`src/rtl/ring_dma_pkg.sv`:
```
// Shared constants and types for the cyclic ring DMA channel.
// Assumes a channel register window of 128 bytes addressed by byte offset.
package ring_dma_pkg;
    localparam logic [7:0] OFF_CMD    = 8'h00;
    localparam logic [7:0] OFF_STATUS = 8'h0C;
    localparam logic [7:0] OFF_INTST  = 8'h10;
    localparam logic [7:0] OFF_INTCLR = 8'h1C;
    localparam logic [7:0] OFF_CTRL   = 8'h24;
    localparam logic [7:0] OFF_CFG    = 8'h28;
    localparam logic [7:0] OFF_FIFO   = 8'h2C;
    localparam logic [7:0] OFF_REMAIN = 8'h30;
    localparam logic [7:0] OFF_SRC    = 8'h34;
    localparam logic [7:0] OFF_TRG    = 8'h3C;
    localparam logic [7:0] OFF_LEN    = 8'h44;
    localparam logic [7:0] OFF_PCOUNT = 8'h54;

    localparam logic [3:0] DIR_P2M = 4'd2;
    localparam logic [3:0] DIR_M2P = 4'd4;

    localparam logic [31:0] LEN_MASK  = 32'h3FFF_FFFC;
    localparam logic [31:0] CTRL_MASK = 32'h0000_F302;
    localparam logic [31:0] CFG_MASK  = 32'h7770_000F;
    localparam logic [31:0] FIFO_MASK = 32'h0F0F_0F0F;

    typedef enum logic [1:0] {
        ST_IDLE,
        ST_FETCH,
        ST_PUSH
    } chan_state_t;
endpackage

```
`src/rtl/ring_dma_regs.sv`:
```
// Register bank of the ring DMA channel.
// Holds the set-up fields, the run request and the interrupt flag.
// Assumes set-up fields must not move under a running channel, so it
// blocks their writes while busy. Reads are combinational.
module ring_dma_regs
    import ring_dma_pkg::*;
#(
    parameter int ADDR_W = 8,
    parameter int CNT_W  = 16
) (
    input  logic              clk,
    input  logic              rst_n,
    input  logic              reg_wr,
    input  logic [ADDR_W-1:0] reg_addr,
    input  logic [31:0]       reg_wdata,
    output logic [31:0]       reg_rdata,
    input  logic              busy,
    input  logic              period_done,
    input  logic [31:0]       remain,
    input  logic [CNT_W-1:0]  pcount,
    output logic              start,
    output logic              stop_req,
    output logic              dir_m2p,
    output logic [31:0]       mem_base,
    output logic [31:0]       len_bytes,
    output logic [2:0]        nbufs_m1,
    output logic              irq
);
    logic        run_q;
    logic        int_q;
    logic [31:0] ctrl_q, cfg_q, fifo_q, src_q, trg_q, len_q;
    logic        dir_ok, cfg_wr;

    // Decode the direction and the accepted start condition.
    always_comb begin
        dir_ok   = (ctrl_q[15:12] == DIR_M2P) || (ctrl_q[15:12] == DIR_P2M);
        start    = reg_wr && (reg_addr == ADDR_W'(OFF_CMD)) && reg_wdata[0]
                   && !busy && dir_ok && (len_q != '0);
        cfg_wr   = reg_wr && !busy;
        dir_m2p  = (ctrl_q[15:12] == DIR_M2P);
        mem_base = dir_m2p ? src_q : trg_q;
        nbufs_m1 = dir_m2p ? cfg_q[30:28] : cfg_q[26:24];
        len_bytes = len_q;
        stop_req = !run_q;
        irq      = int_q;
    end

    // Store run request, set-up fields and interrupt flag.
    always_ff @(posedge clk) begin
        if (!rst_n) begin
            run_q  <= 1'b0;
            int_q  <= 1'b0;
            ctrl_q <= '0;
            cfg_q  <= '0;
            fifo_q <= '0;
            src_q  <= '0;
            trg_q  <= '0;
            len_q  <= '0;
        end else begin
            if (reg_wr && (reg_addr == ADDR_W'(OFF_CMD)))
                run_q <= reg_wdata[0] && (busy || start);
            if (period_done)
                int_q <= 1'b1;
            else if (reg_wr && (reg_addr == ADDR_W'(OFF_INTCLR)) && reg_wdata[0])
                int_q <= 1'b0;
            if (cfg_wr) begin
                case (reg_addr)
                    ADDR_W'(OFF_CTRL): ctrl_q <= reg_wdata & CTRL_MASK;
                    ADDR_W'(OFF_CFG):  cfg_q  <= reg_wdata & CFG_MASK;
                    ADDR_W'(OFF_FIFO): fifo_q <= reg_wdata & FIFO_MASK;
                    ADDR_W'(OFF_SRC):  src_q  <= {reg_wdata[31:2], 2'b00};
                    ADDR_W'(OFF_TRG):  trg_q  <= {reg_wdata[31:2], 2'b00};
                    ADDR_W'(OFF_LEN):  len_q  <= reg_wdata & LEN_MASK;
                    default: ;
                endcase
            end
        end
    end

    // Read multiplexer over the register window.
    always_comb begin
        case (reg_addr)
            ADDR_W'(OFF_CMD):    reg_rdata = {31'b0, run_q};
            ADDR_W'(OFF_STATUS): reg_rdata = {31'b0, busy};
            ADDR_W'(OFF_INTST):  reg_rdata = {31'b0, int_q};
            ADDR_W'(OFF_CTRL):   reg_rdata = ctrl_q;
            ADDR_W'(OFF_CFG):    reg_rdata = cfg_q;
            ADDR_W'(OFF_FIFO):   reg_rdata = fifo_q;
            ADDR_W'(OFF_REMAIN): reg_rdata = remain;
            ADDR_W'(OFF_SRC):    reg_rdata = src_q;
            ADDR_W'(OFF_TRG):    reg_rdata = trg_q;
            ADDR_W'(OFF_LEN):    reg_rdata = len_q;
            ADDR_W'(OFF_PCOUNT): reg_rdata = 32'(pcount);
            default:             reg_rdata = '0;
        endcase
    end
endmodule

```
`src/rtl/ring_dma_engine.sv`:
```
// Transfer engine of the ring DMA channel.
// Moves one word at a time: a fetch from the source side, then a push to
// the destination side. It walks the memory address over the ring of
// periods and tallies periods. Assumes the set-up inputs are stable while
// busy, and that memory read data is valid in the cycle of mem_ready.
module ring_dma_engine
    import ring_dma_pkg::*;
#(
    parameter int CNT_W = 16
) (
    input  logic             clk,
    input  logic             rst_n,
    input  logic             start,
    input  logic             stop_req,
    input  logic             dir_m2p,
    input  logic [31:0]      mem_base,
    input  logic [31:0]      len_bytes,
    input  logic [2:0]       nbufs_m1,
    output logic             mem_valid,
    input  logic             mem_ready,
    output logic             mem_write,
    output logic [31:0]      mem_addr,
    output logic [31:0]      mem_wdata,
    input  logic [31:0]      mem_rdata,
    output logic             per_tx_valid,
    input  logic             per_tx_ready,
    output logic [31:0]      per_tx_data,
    input  logic             per_rx_valid,
    output logic             per_rx_ready,
    input  logic [31:0]      per_rx_data,
    output logic             busy,
    output logic             period_done,
    output logic [31:0]      remain,
    output logic [CNT_W-1:0] pcount
);
    localparam logic [31:0] WORD_BYTES = 32'd4;

    chan_state_t state;
    logic [31:0] offset;
    logic [2:0]  buf_idx;
    logic [31:0] hold;
    logic        fetching, pushing, fetch_done, push_done;

    // Handshake outputs and beat completion for the current state.
    always_comb begin
        fetching     = (state == ST_FETCH);
        pushing      = (state == ST_PUSH);
        busy         = (state != ST_IDLE);
        mem_valid    = (fetching && dir_m2p) || (pushing && !dir_m2p);
        mem_write    = pushing && !dir_m2p;
        mem_addr     = mem_base + offset;
        mem_wdata    = hold;
        per_tx_valid = pushing && dir_m2p;
        per_tx_data  = hold;
        per_rx_ready = fetching && !dir_m2p && !stop_req;
        fetch_done   = fetching && (dir_m2p ? mem_ready : (per_rx_valid && per_rx_ready));
        push_done    = pushing && (dir_m2p ? per_tx_ready : mem_ready);
        period_done  = push_done && (remain == WORD_BYTES);
    end

    // Sequence fetch and push, advance the ring walk and the period tally.
    always_ff @(posedge clk) begin
        if (!rst_n) begin
            state   <= ST_IDLE;
            offset  <= '0;
            buf_idx <= '0;
            hold    <= '0;
            remain  <= '0;
            pcount  <= '0;
        end else begin
            case (state)
                ST_IDLE: begin
                    if (start) begin
                        state   <= ST_FETCH;
                        offset  <= '0;
                        buf_idx <= '0;
                        remain  <= len_bytes;
                        pcount  <= '0;
                    end
                end
                ST_FETCH: begin
                    if (fetch_done) begin
                        hold  <= dir_m2p ? mem_rdata : per_rx_data;
                        state <= ST_PUSH;
                    end else if (!dir_m2p && stop_req) begin
                        state <= ST_IDLE;
                    end
                end
                ST_PUSH: begin
                    if (push_done) begin
                        if (period_done) begin
                            remain <= len_bytes;
                            pcount <= pcount + 1'b1;
                            if (buf_idx == nbufs_m1) begin
                                buf_idx <= '0;
                                offset  <= '0;
                            end else begin
                                buf_idx <= buf_idx + 1'b1;
                                offset  <= offset + WORD_BYTES;
                            end
                        end else begin
                            remain <= remain - WORD_BYTES;
                            offset <= offset + WORD_BYTES;
                        end
                        state <= stop_req ? ST_IDLE : ST_FETCH;
                    end
                end
                default: state <= ST_IDLE;
            endcase
        end
    end
endmodule

```
`src/rtl/ring_dma_channel.sv`:
```
// Top of the cyclic ring DMA channel: register bank plus transfer engine.
// Assumes a single clock domain, and a memory and peripheral that follow
// valid/ready handshakes.
module ring_dma_channel #(
    parameter int ADDR_W = 8,
    parameter int CNT_W  = 16
) (
    input  logic              clk,
    input  logic              rst_n,
    input  logic              reg_wr,
    input  logic [ADDR_W-1:0] reg_addr,
    input  logic [31:0]       reg_wdata,
    output logic [31:0]       reg_rdata,
    output logic              mem_valid,
    input  logic              mem_ready,
    output logic              mem_write,
    output logic [31:0]       mem_addr,
    output logic [31:0]       mem_wdata,
    input  logic [31:0]       mem_rdata,
    output logic              per_tx_valid,
    input  logic              per_tx_ready,
    output logic [31:0]       per_tx_data,
    input  logic              per_rx_valid,
    output logic              per_rx_ready,
    input  logic [31:0]       per_rx_data,
    output logic              irq
);
    logic             busy, period_done, start, stop_req, dir_m2p;
    logic [31:0]      remain, mem_base, len_bytes;
    logic [CNT_W-1:0] pcount;
    logic [2:0]       nbufs_m1;

    ring_dma_regs #(.ADDR_W(ADDR_W), .CNT_W(CNT_W)) u_regs (
        .clk(clk), .rst_n(rst_n), .reg_wr(reg_wr), .reg_addr(reg_addr),
        .reg_wdata(reg_wdata), .reg_rdata(reg_rdata), .busy(busy),
        .period_done(period_done), .remain(remain), .pcount(pcount),
        .start(start), .stop_req(stop_req), .dir_m2p(dir_m2p),
        .mem_base(mem_base), .len_bytes(len_bytes), .nbufs_m1(nbufs_m1),
        .irq(irq)
    );

    ring_dma_engine #(.CNT_W(CNT_W)) u_engine (
        .clk(clk), .rst_n(rst_n), .start(start), .stop_req(stop_req),
        .dir_m2p(dir_m2p), .mem_base(mem_base), .len_bytes(len_bytes),
        .nbufs_m1(nbufs_m1), .mem_valid(mem_valid), .mem_ready(mem_ready),
        .mem_write(mem_write), .mem_addr(mem_addr), .mem_wdata(mem_wdata),
        .mem_rdata(mem_rdata), .per_tx_valid(per_tx_valid),
        .per_tx_ready(per_tx_ready), .per_tx_data(per_tx_data),
        .per_rx_valid(per_rx_valid), .per_rx_ready(per_rx_ready),
        .per_rx_data(per_rx_data), .busy(busy), .period_done(period_done),
        .remain(remain), .pcount(pcount)
    );
endmodule

```
`config.mk`:
```
export PLATFORM = sky130hd
export DESIGN_NAME = ring_dma_channel
export DESIGN_NICKNAME = d
export VERILOG_FILES = /design/src/rtl/ring_dma_pkg.sv /design/src/rtl/ring_dma_regs.sv /design/src/rtl/ring_dma_engine.sv /design/src/rtl/ring_dma_channel.sv
export SDC_FILE = /design/constraint.sdc
export NUM_CORES = 1
export LEC_CHECK = 0
export ABC_AREA = 1
export BUFFER_PORTS_ARGS = -buffer_cell sky130_fd_sc_hd__buf_2
export CORE_MARGIN = 2
export CORE_UTILIZATION = 58
export CTS_CLUSTER_DIAMETER = 30
export DETAILED_ROUTE_END_ITERATION = 10
export HOLD_SLACK_MARGIN = 0.05
export PLACE_DENSITY = 0.91
export SLEW_MARGIN = 20
export SYNTH_ARGS = -nofsm -noshare
export SYNTH_HDL_FRONTEND = slang
export SYNTH_SLANG_ARGS = --single-unit
```
`constraint.sdc`:
```
create_clock -name clk -period 5.57 [get_ports clk]
set_input_delay 1.114 -clock clk [delete_from_list [all_inputs] [get_ports clk]]
set_output_delay 1.114 -clock clk [all_outputs]
set_load 0.01 [all_outputs]
```
==> results_dict.tcl <==
set metrics [dict create \
    path_common_cell "nand2_1" \
    multi_input_area_um2 8250 \
    clkLatencyLatePin_ns 0.59 \
    numPortBuffers 240 \
    netlist_instances 2248 \
    hold_buffers 0 \
    critPathBufInv 3 \
    slew_headroom_pct 24.2 \
    final.fill_count 2061 \
    tns_ns 0 \
    critPathLaunchType "flip-flop" \
    hpwlAfterDp_um 40900 \
    start_util_pct 58.6 \
    wirelength_um 57000 \
    fp-row-count 58 \
    synthArstFlopShare_pct 0 \
    final-seq-area_um2 4780 \
    crit_arrival_ns 3.86 \
    finalMaxSlewViolations 0 \
    crit_type "flip-flop to output port" \
    io-pin-count 243 \
    postSynthAreaPerCell_um2 6.51 \
    die_y_um 163 \
    power.leakage_uw 0.00774 \
    post_drt_wl_per_cell_um 20.3 \
    overflow 0 \
    finClkSkew_ns 0.0444 \
    yosysTopAreaCellShare_pct 32.7 \
    crit_chain "inv_2, nor2_4, nand2_4, o21ai_0, inv_1, fa_1, o21ai_0, nand2_1, nand2_1, nand2_1, a21oi_1, nand2_1, nand2_1, xor2_1, buf_2" \
    end_kind "output port" \
    area_growth_pct 20.6 \
    finalCritPeriodShare_pct 89.4 \
    vias 17300 \
    die_x_um 163 \
    synthTopCellsByCount "nand2_1, nor2_1, dfxtp_1, o21ai_0, inv_1" \
    die_area_um2 26500 \
    cts_tree "yes" \
    clock_path_buffers 3 \
    n_antenna_cell 0 \
    avgViaCountPerCell 6.17 \
    grt_max_degree 113 \
    core_area_um2 25000 \
    synthFlopType "dfxtp_1" \
    drcViolationCount 0 \
    cts-root-buf "clkbuf_16" \
    fin_crit_ns 4.98 \
    dp.cells 2696 \
    outcome "finished, final reports clean" \
    instances_no_fill 2804 \
    synth.largest_area_cell "dfxtp_1" \
    synth.distinct_cells 49 \
    setup_viol 0 \
    cts_sinks 239 \
    crit_slowest_cell "o21ai_0" \
    cts_max_level 2 \
    clk_transition_reported_paths_ns 0.06 \
    nets 2572 \
    ys_ff_latch 239 \
    max-cap-violations 0 \
    post-cts-setup-buffers 0 \
    ys_seq_area_share_pct 32.7 \
    yosys_warnings 0 \
    rsz0062_at_grt "false" \
    place.gp.congestion 1.07 \
    max_freq_mhz 201 \
    detail_route.iter0.violations 2763 \
    hold_violations 0 \
    grt_pass1_wl_um 85200 \
    worstHoldPathType "flip-flop to flip-flop" \
    synth.most_common_cell "nand2_1" \
    peakVddDrop_v 0.000363 \
    ys_top_cells_by_area "dfxtp_1, nand2_1, o21ai_0" \
    grt_usage_pct 41.1 \
    crit_required_ns 4.46 \
    tightest_slew_ns 1.13 \
    grt_pass1_vias 15600 \
    crit_path_max_fanout 42 \
    cts_buffers 58 \
    antenna_found_initial 2 \
    p_per_area_nw_per_um2 300 \
    synth_edf_count 0 \
    cp_top_family "compound AO/OA/AOI/OAI gates" \
    drive_gt1_share_pct 15.9 \
    netlist_area_um2 14600 \
    cpPeakStageDelay_ns 0.50 \
    dr.pass1.iters 6 \
    antenna_left 0 \
]
[worst register-to-register path, cell delays in order, from the launching register on]
cell	delay (ns)
dfxtp_1	0.34
inv_2	0.08
nand2_2	0.38
clkinv_1	0.78
nand2_2	0.99
nand2_2	0.57
inv_2	0.48
nand2_1	0.11
a21oi_1	0.16
[cell type report]
cell class              count  share of cell area [%]
well taps                 330                    2.34
repair buffers            256                    7.50
clock buffers              73                    9.11
multi-input cells        1646                    46.8
flip-flops and latches    239                    27.1
inverters                 225                    4.82
clock inverters            35                    2.35
[state kept, by name, summed over array words and instances (netlist names)]
name and flops:
u_regs.ctrl_q 7, u_regs.fifo_q 16, u_regs.len_bytes 28, u_engine.mem_wdata 32, u_regs.irq 1, u_engine.offset 30
u_engine.buf_idx 3, u_engine.state 2, u_engine.remain 30, u_regs.src_q 30, u_regs.trg_q 30, u_engine.pcount 16
u_regs.run_q 1, u_regs.cfg_q 13
[what timing repair did]
action | CTS | global route
endpoints found under the setup margin | 0 | 3
resized for setup | 0 | 1
hold endpoints to repair | 0 | 0
[cell families after synthesis]
group	synth area share, %
fa+ha+maj	3.13
compound gates	21.6
xor+xnor	3.41
other cells	0.0256
buf+inv	11.1
simple gates	28.0
flops	32.7
[stage by stage]
step | util, % | power, µW | hold slack, ns | cell area [µm²] | worst slack [ns]
after global placement | 62.5 | 1880 | 0.440 | 15600 | 1.07
final | 70.7 | 5300 | 0.457 | 17600 | 0.592
after detailed placement | 62.5 | 1890 | 0.450 | 15600 | 1.01
after floorplan | - | 1810 | 0.430 | 14600 | 1.32
after global routing | 70.7 | 5400 | 0.474 | 17600 | 0.208
after CTS | 70.6 | 5290 | 0.458 | 17600 | 0.376
[placed cells by master (no fill, tap or decap), drive strengths merged, types with 3 or more instances in the layout]
master	count
o2111ai	5
clkinv	21
nand2	464
a21o	3
nand3	147
o221ai	10
buf	256
xor2	48
o211ai	5
or2	4
bufinv	6
a21oi	205
inv	229
o21ai	250
clkinvlp	4
nor2	263
nand4	23
dfxtp	239
a221oi	14
nand3b	4
ha	35
o22ai	34
o21bai	11
nor3	62
clkbuf	73
xnor2	9
a31oi	35
[path summary, 6_finish.rpt]
| kind | endpoint | slack, ns | start | cells after the start |
|---|---|---|---|---|
| setup / recovery | mem_addr[28] | 0.59 | u_regs.ctrl_q[14]$_SDFFE_PN0P_ | 15 |
| hold / removal | u_regs.fifo_q[3]$_SDFFE_PN0P_ | 0.46 | u_regs.fifo_q[3]$_SDFFE_PN0P_ | 2 |
| setup reg to reg | u_engine.pcount[11]$_SDFFE_PN0P_ | 1.62 | u_engine.state[0]$_SDFFE_PN0P_ | 8 |
| hold reg to reg | u_regs.fifo_q[3]$_SDFFE_PN0P_ | 0.46 | u_regs.fifo_q[3]$_SDFFE_PN0P_ | 2 |
[power breakdown]
group / total, µW / switching (µW) / internal, µW
Combinational: 146 / 100 / 45.4
Clock: 3430 / 1110 / 2320
Sequential: 1720 / 1.37 / 1720
Total: 5300 / 1210 / 4090
[layer usage]
layer  global-route usage [%]  up-vias  routed length (µm)
li1                         -     7858                   -
met2                     63.7     1282               25200
met4                     23.5        2                3540
met5                        0        -                  10
met3                     9.37      270                7160
met1                     52.6     7883               21100
No activity file was read; power rests on OpenSTA's default activity.
